===== src/rtl/rbc_pkg.sv =====
package rbc_pkg;

  typedef enum logic [2:0] {
    DCMD_NOP = 3'd0,
    DCMD_ACT = 3'd1,
    DCMD_RD  = 3'd2,
    DCMD_WR  = 3'd3,
    DCMD_PRE = 3'd4
  } dramCmd_e;

  typedef struct packed {
    logic acceptRd;
    logic acceptWr;
    logic fillStart;
  } dpStrobe_t;

endpackage


===== src/rtl/rbc_ctrl.sv =====
module rbc_ctrl
  import rbc_pkg::*;
#(
  parameter int ADDR_W      = 9,
  parameter int WORD_BITS   = 3,
  parameter int MISS_STALL  = 10,
  parameter int WAR_STALL   = 4,
  parameter int ALIGN_STALL = 1
) (
  input  logic                        clk,
  input  logic                        rstN,
  input  logic                        usrReq,
  input  logic                        usrWe,
  input  logic [ADDR_W-1:0]           usrAddr,
  input  logic                        bufHit,
  input  logic                        hostHalt,
  input  logic                        clkRealign,
  output logic                        usrStall,
  output dpStrobe_t                   strobe,
  output logic [2:0]                  dramCmd,
  output logic [ADDR_W-WORD_BITS-1:0] dramRow,
  output logic [WORD_BITS-1:0]        dramCol
);

  localparam int ROW_W = ADDR_W - WORD_BITS;
  localparam int WORDS = 1 << WORD_BITS;
  localparam int CNT_W = $clog2(MISS_STALL + 1);
  localparam logic [CNT_W-1:0] MISS_LOAD  = CNT_W'(MISS_STALL - 1);
  localparam logic [CNT_W-1:0] WAR_LOAD   = CNT_W'(WAR_STALL - 1);
  localparam logic [CNT_W-1:0] ALIGN_LOAD = CNT_W'(ALIGN_STALL - 1);
  localparam logic [CNT_W-1:0] CNT_ONE    = CNT_W'(1);
  localparam logic [CNT_W-1:0] WORDS_C    = CNT_W'(WORDS);

  logic [CNT_W-1:0] stallCnt;
  logic [CNT_W-1:0] stepVal;
  logic             missActive;
  logic             prevRd;
  logic             realignPrev;
  logic [ROW_W-1:0] fillRow;

  logic realignEdge, busy, free, probe;
  logic alignHaz, missHaz, warHaz, accept;
  dramCmd_e cmdSel;

  always_comb begin
    realignEdge = clkRealign & ~realignPrev;
    busy        = (stallCnt != '0);
    free        = ~hostHalt & ~busy;
    alignHaz    = free & realignEdge;
    probe       = free & ~realignEdge & usrReq;
    missHaz     = probe & ~bufHit;
    warHaz      = probe & bufHit & usrWe & prevRd;
    accept      = probe & bufHit & ~(usrWe & prevRd);
    usrStall    = hostHalt | busy | alignHaz | missHaz | warHaz;

    strobe.acceptRd  = accept & ~usrWe;
    strobe.acceptWr  = accept & usrWe;
    strobe.fillStart = missHaz;
  end

  // Fill schedule: step 0.. after the activate cycle, one column per step.
  always_comb begin
    stepVal = MISS_LOAD - stallCnt;
    cmdSel  = DCMD_NOP;
    dramRow = usrAddr[ADDR_W-1:WORD_BITS];
    dramCol = usrAddr[WORD_BITS-1:0];
    if (missHaz) begin
      cmdSel = DCMD_ACT;
    end else if (missActive && !hostHalt) begin
      dramRow = fillRow;
      dramCol = '0;
      if (stallCnt == CNT_ONE) begin
        cmdSel = DCMD_PRE;
      end else if (stepVal < WORDS_C) begin
        cmdSel  = DCMD_RD;
        dramCol = stepVal[WORD_BITS-1:0];
      end
    end else if (accept && usrWe) begin
      cmdSel = DCMD_WR;
    end
    dramCmd = cmdSel;
  end

  always_ff @(posedge clk) begin
    if (!rstN) begin
      stallCnt    <= '0;
      missActive  <= 1'b0;
      prevRd      <= 1'b0;
      realignPrev <= 1'b0;
      fillRow     <= '0;
    end else begin
      realignPrev <= clkRealign;
      prevRd      <= accept & ~usrWe;
      if (missHaz) begin
        stallCnt   <= MISS_LOAD;
        missActive <= 1'b1;
        fillRow    <= usrAddr[ADDR_W-1:WORD_BITS];
      end else if (warHaz) begin
        stallCnt <= WAR_LOAD;
      end else if (alignHaz) begin
        stallCnt <= ALIGN_LOAD;
      end else if (busy && !hostHalt) begin
        stallCnt <= stallCnt - CNT_ONE;
        if (missActive && stallCnt == CNT_ONE) missActive <= 1'b0;
      end
    end
  end

endmodule


===== src/rtl/rbc_datapath.sv =====
module rbc_datapath
  import rbc_pkg::*;
#(
  parameter int DATA_W    = 128,
  parameter int TAG_BITS  = 4,
  parameter int IDX_BITS  = 2,
  parameter int WORD_BITS = 3,
  parameter int HIT_LAT   = 6
) (
  input  logic                                  clk,
  input  logic                                  rstN,
  input  dpStrobe_t                             strobe,
  input  logic [TAG_BITS+IDX_BITS+WORD_BITS-1:0] usrAddr,
  input  logic [DATA_W-1:0]                     usrWdata,
  input  logic [DATA_W-1:0]                     dramRdata,
  input  logic                                  dramRvalid,
  output logic                                  bufHit,
  output logic                                  rdValid,
  output logic [DATA_W-1:0]                     rdData
);

  localparam int NUM_BUF = 1 << IDX_BITS;
  localparam int WORDS   = 1 << WORD_BITS;

  logic [WORD_BITS-1:0] wordSel;
  logic [IDX_BITS-1:0]  idxSel;
  logic [TAG_BITS-1:0]  tagSel;

  assign wordSel = usrAddr[WORD_BITS-1:0];
  assign idxSel  = usrAddr[WORD_BITS +: IDX_BITS];
  assign tagSel  = usrAddr[WORD_BITS+IDX_BITS +: TAG_BITS];

  logic [TAG_BITS-1:0]  tagMem [NUM_BUF];
  logic [NUM_BUF-1:0]   validMem;
  logic [IDX_BITS-1:0]  fillIdx;
  logic [WORD_BITS-1:0] fillPtr;
  logic [DATA_W-1:0]    bankRd [NUM_BUF];

  assign bufHit = validMem[idxSel] && (tagMem[idxSel] == tagSel);

  always_ff @(posedge clk) begin
    if (!rstN) begin
      validMem <= '0;
      fillIdx  <= '0;
      fillPtr  <= '0;
      for (int b = 0; b < NUM_BUF; b++) tagMem[b] <= '0;
    end else if (strobe.fillStart) begin
      validMem[idxSel] <= 1'b1;
      tagMem[idxSel]   <= tagSel;
      fillIdx          <= idxSel;
      fillPtr          <= '0;
    end else if (dramRvalid) begin
      fillPtr <= fillPtr + 1'b1;
    end
  end

  for (genvar b = 0; b < NUM_BUF; b++) begin : g_bank
    logic [DATA_W-1:0] words [WORDS];
    logic              fillHere, userHere;

    assign fillHere = dramRvalid && (fillIdx == IDX_BITS'(b));
    assign userHere = strobe.acceptWr && (idxSel == IDX_BITS'(b));

    always_ff @(posedge clk) begin
      if (fillHere) begin
        words[fillPtr] <= dramRdata;
      end else if (userHere) begin
        words[wordSel] <= usrWdata;
      end
    end

    assign bankRd[b] = words[wordSel];
  end

  // Read pipeline: data is captured at acceptance and delayed HIT_LAT cycles.
  logic              pipeV [HIT_LAT];
  logic [DATA_W-1:0] pipeD [HIT_LAT];

  always_ff @(posedge clk) begin
    if (!rstN) begin
      for (int s = 0; s < HIT_LAT; s++) pipeV[s] <= 1'b0;
    end else begin
      pipeV[0] <= strobe.acceptRd;
      for (int s = 1; s < HIT_LAT; s++) pipeV[s] <= pipeV[s-1];
    end
  end

  always_ff @(posedge clk) begin
    pipeD[0] <= bankRd[idxSel];
    for (int s = 1; s < HIT_LAT; s++) pipeD[s] <= pipeD[s-1];
  end

  assign rdValid = pipeV[HIT_LAT-1];
  assign rdData  = pipeD[HIT_LAT-1];

endmodule


===== src/rtl/rowbuf_dram_ctrl.sv =====
module rowbuf_dram_ctrl
  import rbc_pkg::*;
#(
  parameter int DATA_W      = 128,
  parameter int TAG_BITS    = 4,
  parameter int IDX_BITS    = 2,
  parameter int WORD_BITS   = 3,
  parameter int HIT_LAT     = 6,
  parameter int MISS_STALL  = 10,
  parameter int WAR_STALL   = 4,
  parameter int ALIGN_STALL = 1,
  localparam int ADDR_W     = TAG_BITS + IDX_BITS + WORD_BITS,
  localparam int ROW_W      = TAG_BITS + IDX_BITS
) (
  input  logic                 clk,
  input  logic                 rstN,
  input  logic                 usrReq,
  input  logic                 usrWe,
  input  logic [ADDR_W-1:0]    usrAddr,
  input  logic [DATA_W-1:0]    usrWdata,
  output logic                 usrStall,
  output logic                 usrRvalid,
  output logic [DATA_W-1:0]    usrRdata,
  input  logic                 hostHalt,
  input  logic                 clkRealign,
  output logic [2:0]           dramCmd,
  output logic [ROW_W-1:0]     dramRow,
  output logic [WORD_BITS-1:0] dramCol,
  output logic [DATA_W-1:0]    dramWdata,
  input  logic [DATA_W-1:0]    dramRdata,
  input  logic                 dramRvalid
);

  dpStrobe_t strobe;
  logic      bufHit;

  rbc_ctrl #(
    .ADDR_W(ADDR_W), .WORD_BITS(WORD_BITS), .MISS_STALL(MISS_STALL),
    .WAR_STALL(WAR_STALL), .ALIGN_STALL(ALIGN_STALL)
  ) u_ctrl (
    .clk(clk), .rstN(rstN), .usrReq(usrReq), .usrWe(usrWe), .usrAddr(usrAddr),
    .bufHit(bufHit), .hostHalt(hostHalt), .clkRealign(clkRealign),
    .usrStall(usrStall), .strobe(strobe),
    .dramCmd(dramCmd), .dramRow(dramRow), .dramCol(dramCol)
  );

  rbc_datapath #(
    .DATA_W(DATA_W), .TAG_BITS(TAG_BITS), .IDX_BITS(IDX_BITS),
    .WORD_BITS(WORD_BITS), .HIT_LAT(HIT_LAT)
  ) u_dp (
    .clk(clk), .rstN(rstN), .strobe(strobe), .usrAddr(usrAddr), .usrWdata(usrWdata),
    .dramRdata(dramRdata), .dramRvalid(dramRvalid),
    .bufHit(bufHit), .rdValid(usrRvalid), .rdData(usrRdata)
  );

  assign dramWdata = usrWdata;

endmodule


===== config.mk =====
export PLATFORM = sky130hd
export DESIGN_NAME = rowbuf_dram_ctrl
export DESIGN_NICKNAME = d
export VERILOG_FILES = /design/src/rtl/rbc_pkg.sv /design/src/rtl/rbc_ctrl.sv /design/src/rtl/rbc_datapath.sv /design/src/rtl/rowbuf_dram_ctrl.sv
export SDC_FILE = /design/constraint.sdc
export NUM_CORES = 2
export LEC_CHECK = 0
export CORE_ASPECT_RATIO = 1.4
export CORE_MARGIN = 3
export CORE_UTILIZATION = 40
export CTS_CLUSTER_DIAMETER = 60
export DETAILED_ROUTE_END_ITERATION = 12
export SYNTH_ARGS = -nofsm -noshare
export SYNTH_HDL_FRONTEND = slang
export SYNTH_MEMORY_MAX_BITS = 65536
export SYNTH_SLANG_ARGS = --single-unit

===== constraint.sdc =====
create_clock -name clk -period 13.3 [get_ports clk]
set_clock_uncertainty 0.05 [all_clocks]
set_input_delay 2.66 -clock clk [delete_from_list [all_inputs] [get_ports clk]]
set_output_delay 2.66 -clock clk [all_outputs]
set_load 0.05 [all_outputs]

# --- Word-level counts from Yosys, hierarchy flattened ---
# Memory sizes are Yosys's and may differ from the RTL's.
# Cells that the tools add are included.
totals:
  elab_cells: 170
  mem_count: 7
  rom_bits: 0
  reg_bits: 22
  in_bits: 272
  latch_bits: 0
  mem_bits_rw: 4886
classes:
  shift: 0
  n_bitwise: 33
  div: 0
  addsub: 3
  multipliers: 0
  muxes: 73
  reduce_logical: 30
  eq_ne: 10
  magnitude_cmp: 4
mem_list:
  columns: ["memory", "depth", "width", "rd", "rd_clocked_by_memory_dff", "wr", "line", "source"]
  rows:
  - ["u_dp.g_bank[0].words", 8, 128, 1, 0, 1, "rbc_datapath.sv:58", "logic [DATA_W-1:0] words [WORDS];"]
  - ["u_dp.g_bank[1].words", 8, 128, 1, 0, 1, "rbc_datapath.sv:58", null]
  - ["u_dp.g_bank[2].words", 8, 128, 1, 0, 1, "rbc_datapath.sv:58", null]
  - ["u_dp.g_bank[3].words", 8, 128, 1, 0, 1, "rbc_datapath.sv:58", null]
  - ["u_dp.pipeD", 6, 128, 6, 0, 6, "rbc_datapath.sv:77", "logic [DATA_W-1:0] pipeD [HIT_LAT];"]
  - ["u_dp.tagMem", 4, 4, 1, 0, 4, "rbc_datapath.sv:33", "logic [TAG_BITS-1:0] tagMem [NUM_BUF];"]
  - ["1 more memories", null, null, null, null, null, null, null]
op_table:
  columns: ["operator", "count"]
  rows:
  - ["128-bit two-way mux", 6]
  - ["128-bit OR reduction", 4]
  - ["128-bit binary-select mux with 2-bit select", 1]
  - ["1-bit two-way mux", 43]
  - ["3-bit two-way mux", 11]
  - ["4-bit two-way mux", 5]
  - ["1-bit logical AND", 14]
  - ["1-bit AND", 13]
  - ["6-bit two-way mux", 2]
  - ["1-bit OR", 10]
  - ["2-bit == test, second input constant", 4]
  - ["1-bit inverter", 8]
  - ["4-bit nonzero test", 2]
  - ["4-bit OR reduction", 2]
  - ["2-bit two-way mux", 3]
  - ["2-bit by 1-bit == test with 1-bit output, second input constant", 2]
  - ["4-bit by 1-bit == test with 1-bit output, second input constant", 1]
  - ["4-bit == test", 1]
  - ["2-bit logical NOT", 2]
  - ["4-bit less-than comparator, second input constant", 1]
  - ["4-bit OR", 1]
  - ["4-bit AND reduction", 1]
  - ["2-bit nonzero test", 2]
  - ["4-bit by 1-bit subtractor with 4-bit output, second input constant", 1]
  - ["13 further kinds", 13]

# --- Depth between registers and ports, before layout ---
logic_depth:
  depth_word: 14
  mapped_depth: 11
  mapped_depth_nobuf: 8

# --- By module ---
# From an unflattened synthesis, not the netlist that was laid out.
unflattened:
  cells_unflattened: 7872
  hier_area_um2: 177567.8
by_module_without_submodules:
  columns: ["mod", "instances", "area_each_um2", "cells_each", "seq_area_each_um2"]
  rows:
  - ["rbc_datapath", 1, 175677.2, 7644, 139153.5]
  - ["rowbuf_dram_ctrl", 1, 960.9, 128, 0.0]
  - ["rbc_ctrl", 1, 929.6, 100, 260.2]

# --- Worst setup path before layout ---
# Ideal clock, no wire load.
synth_timing:
  path_type: "in2reg"
  from: "input port usrAddr[3]"
  to: "memory u_dp.g_bank[2].words[0][0] (enable)"
  stages: 9
  path_slack_ns: 5.382
  n_path_buf: 4
  required_time_ns: 12.749
  setup_ns: 0.501
  arrival_ns: 7.366
  path_cell_list: "buf_6 mux4_2 xnor2_2 o211ai_2 nor4b_2 buf_4 buf_8 buf_6 a22o_1"
synth_between:
  elab_chain_cells: 12
  elab_cells_between_ends: 16
  classes_between: "eq/ne: 2; mux: 7; bitwise: 3; reduce/logical: 3; memory: 1"
synth_lines:
  columns: ["item", "line", "source"]
  rows:
  - ["start, declared", "rowbuf_dram_ctrl.sv:19", "input logic [ADDR_W-1:0] usrAddr,"]
  - ["memory read 4 x 4 bit or 1-bit binary-select mux with 2-bit select (tied branches)", null, null]
  - ["4-bit == test or 1-bit two-way mux (tied branches)", "rbc_datapath.sv:39", "assign bufHit = validMem[idxSel] && (tagMem[idxSel] == tagSel);"]
  - ["1-bit logical AND", "rbc_datapath.sv:39", null]
  - ["1-bit AND (2 in a row)", "rbc_ctrl.sv:53", "accept = probe & bufHit & ~(usrWe & prevRd);"]
  - ["1-bit AND", "rbc_ctrl.sv:57", "strobe.acceptWr = accept & usrWe;"]
  - ["1-bit logical AND (*)", "rbc_datapath.sv:62", "assign userHere = strobe.acceptWr && (idxSel == IDX_BITS'(b));"]
  - ["1-bit two-way mux (*)", "rbc_datapath.sv:67", "end else if (userHere) begin"]
  - ["1-bit two-way mux (*)", "rbc_datapath.sv:65", "if (fillHere) begin"]
  - ["1-bit two-way mux (not written as such) (*)", "rbc_datapath.sv:68", "words[wordSel] <= usrWdata;"]
  - ["128-bit OR reduction (no source line)", null, null]
  - ["3-bit two-way mux (no source line) or 1-bit two-way mux (tied branches)", null, null]
  - ["end, declared", "rbc_datapath.sv:58", null]
# Every way passes the cells marked *; elsewhere a longest branch is shown, timed or not. The select of a mux whose other input is x is not followed.

# --- Worst setup path after layout ---
layout_timing:
  from: "input port usrAddr[3]"
  to: "output port dramRow[2]"
layout_between:
  elab_chain_cells: 6
  elab_cells_between_ends: 8
  classes_between: "eq/ne: 1; mux: 3; bitwise: 2; reduce/logical: 1; memory: 1"
layout_lines:
  columns: ["item", "line", "source"]
  rows:
  - ["memory read 4 x 4 bit or 1-bit binary-select mux with 2-bit select (tied branches)", null, null]
  - ["4-bit == test or 1-bit two-way mux (tied branches)", "rbc_datapath.sv:39", null]
  - ["1-bit logical AND (*)", "rbc_datapath.sv:39", null]
  - ["1-bit inverter (*)", "rbc_ctrl.sv:51", "missHaz = probe & ~bufHit;"]
  - ["1-bit AND (*)", "rbc_ctrl.sv:51", null]
  - ["6-bit two-way mux (*)", "rbc_ctrl.sv:67", "if (missHaz) begin"]
  - ["end, declared", "rowbuf_dram_ctrl.sv:27", "output logic [ROW_W-1:0] dramRow,"]
# Marked as above.

==> metrics <==
worst min path class flip-flop to flip-flop; synth warn 0; critical path, cell by cell buf_8, mux4_2, xnor2_2, o211ai_2, a21oi_2, mux2_2, clkdlybuf4s50_1; combinational power share 6.2%; cts repair resizes 0; Final Hold Viols 0; global-route wire length before repair 665,000 um; All-Layer GR Usage 20.5%; register share of total power 52.4%; Power Dens Cells 159 nW/um2; Core Box Area 447,000 um2; synth top area cells edfxtp_1, mux4_2, dfxtp_1; Sink Count 4,905; Syn-to-layout area delta 15.6%; layout cells sized above 1 32.3%; CTS root buf clkbuf_16; critical path fanouts, max 65; Slew @ Worst Pin 1.25 ns; Peak Freq 115 MHz; final instance area 208,000 um2; die extent in y 799 um; leakage 66.0 nW; clock buffer count from CTS 459; CTS tree built; Sw Pwr 0.00726 W; Tcrit/Tclk final 65.3%; Synth Flop Type edfxtp_1; Final Worst Setup Slack 4.62 ns; WS Path Type primary input to primary output; sw frac 22.0%; DR vias 81,800; Crit path buffers/inverters 2; final setup fails 0; Mapped Nets 7,866; clock period minus final worst setup slack 8.68 ns; slowest CP cell clkdlybuf4s50_1; clk buf depth 4; ys async rst share 0%; CP endpoint kind primary output; share of the synthesized area in the top cell type 68.7%; Post-Syn Instances 7,589; Yosys reg bits 4,905; DR WL/cell 32.2 um; Initial Util 40.3%; family with the most delay on the worst path buffers and inverters; Pint 0.0257 W; vias per cell 5.58; CTS Hold Bufs 0; library cells used by synthesis 53; number of enable flip-flop cells after synthesis 4,112; vias in the first global route 86,600; post-synthesis average cell area 23.7 um2; maximum VDD drop 0.124 mV; maxcap violations 0; cell row count 290; RePlAce Congestion 0.767; Post-Syn Area 180,000 um2; Worst Path Required 10.59 ns; status finished clean; pre-CTS WS 4.33 ns; Max Slew Vio Count 0; Max H-tree Level 5; crit start category primary input; Initial DRC Count 8,102; RSZ-0062 raised after global routing false; Post-CTS Setup Bufs 0; Clk pwr share 41.4%; Synth area leader edfxtp_1; TNS Setup 0 ns; Detail Placement HPWL 260,000 um; Routed WL 473,000 um; initial antenna violation count 47; later-pin clock latency in the skew report 1.03 ns; Post-layout nets 8,525; drt pass-1 iters 5; IO Pins 542; Seq/Total Area, Yosys 77.5%; CTS clock-pin slew for the worst setup and hold paths 0.06 ns; DP Area 192,000 um2; CP peak stage delay 0.71 ns; global route total overflow 0; pin count of the biggest net entering global routing 148; Slew headroom 16.6%; Final ANT Viol Nets 0; critical path arrival 5.97 ns; DRC Markers 0; Die ar. 458,000 um2; die width 573 um; input/output buffers 541
## stage by stage
| stage | std cells | total power [W] | hold WS [ns] | util, % |
|---|---|---|---|---|
| 2_1_floorplan | 7589 | 0.0189 | 0.260 | - |
| 3_3_place_gp | 13800 | 0.0197 | 0.260 | 43.0 |
| 3_5_place_dp | 13800 | 0.0197 | 0.262 | 43.0 |
| 4_1_cts | 14600 | 0.0333 | 0.224 | 46.5 |
| 5_1_grt | 14700 | 0.0340 | 0.242 | 46.5 |
| 6_report | 14700 | 0.0330 | 0.228 | 46.5 |
## synthesized netlist by cell type, types with 3 or more instances
library cell,count
buf_6,13
buf_1,37
ha_1,5
o31ai_1,5
mux2i_1,11
clkbuf_1,232
nor3b_1,3
mux2_4,9
nand2_1,27
buf_2,65
xnor2_1,4
nand2b_1,8
o21ai_0,5
a22o_1,32
nor3_1,12
inv_1,9
buf_12,4
nor2_1,56
mux2_1,100
edfxtp_1,4112
dfxtp_1,793
buf_4,153
nor2b_1,10
and2_1,19
a21oi_1,10
nor4_1,4
mux2_2,540
mux4_2,1282
## cells in the final DEF (no fill, tap or decap), types with 14 or more instances in the layout
master,n
clkbuf_8,53
inv_6,14
mux2_2,540
diode_2,19
clkinvlp_4,23
a22o_4,32
clkinv_2,98
bufinv_16,46
buf_4,140
and2_1,19
clkbuf_1,74
dfxtp_1,793
nand2_1,27
clkbuf_16,474
clkdlybuf4s50_1,536
mux4_2,1282
edfxtp_1,4112
nor2_1,56
mux2_1,100
clkinv_1,37
buf_12,23
## power groups by stage
| stage | logic [W] | registers (W) | clock network [W] |
|---|---|---|---|
| 2_1_floorplan | 0.00112 | 0.0178 | 0 |
| 3_3_place_gp | 0.00206 | 0.0176 | 0 |
| 3_5_place_dp | 0.00209 | 0.0176 | 0 |
| 4_1_cts | 0.00210 | 0.0173 | 0.0139 |
| 5_1_grt | 0.00217 | 0.0173 | 0.0145 |
| 6_report | 0.00206 | 0.0173 | 0.0136 |
## registers in the layout, indices dropped and copies added, names as in the netlist, 3 cells and up
register           flops
u_ctrl.fillRow         5
u_dp.validMem          4
u_dp.pipeD           768
u_dp.g_bank.words   4096
u_dp.tagMem           16
u_dp.fillPtr           3
u_ctrl.stallCnt        4
u_dp.pipeV             6
## kinds of logic after synthesis
kind of cell | Yosys count | share of synthesized area [%]
and+or+nand+nor | 153 | 0.431
DFF | 4905 | 77.5
muxes | 1942 | 20.2
buffers and inverters | 515 | 1.54
AOI/OAI and AO/OA | 62 | 0.268
xor gates and xnor gates | 7 | 0.0383
adders and majority gates | 5 | 0.0348
## cell type report
| type | count | area (um2) |
|---|---|---|
| Clock inverter | 268 | 3060 |
| Antenna cell | 19 | 47.5 |
| Tap cell | 5986 | 7490 |
| Sequential cell | 4905 | 139000 |
| Inverter | 9 | 33.8 |
| Clock buffer | 602 | 12900 |
| Multi-Input combinational cell | 2169 | 38000 |
| Fill cell | 36300 | 239000 |
| Timing Repair Buffer | 704 | 6960 |
## metal layers
layer / up-vias / wire length, um / track usage [%]
met4: 34 / 14200 / 6.27
met5: - / 218 / 0
li1: 33100 / - / -
met2: 3037 / 250000 / 36.5
met3: 714 / 27900 / 3.06
met1: 44900 / 180000 / 25.8
## final timing paths
| path | startpoint | end | slack [ns] | depth (start not counted) |
|---|---|---|---|---|
| max | usrAddr[3] | dramRow[2] | 4.62 | 7 |
| min | u_dp.pipeD[2][10] | u_dp.pipeD[3][10] | 0.23 | 0 |
| max reg2reg | u_ctrl.stallCnt[0] | u_dp.g_bank[1].words[7][40] | 6.76 | 12 |
| min reg2reg | u_dp.pipeD[2][10] | u_dp.pipeD[3][10] | 0.23 | 0 |
No activity file was read; power rests on OpenSTA's default activity.
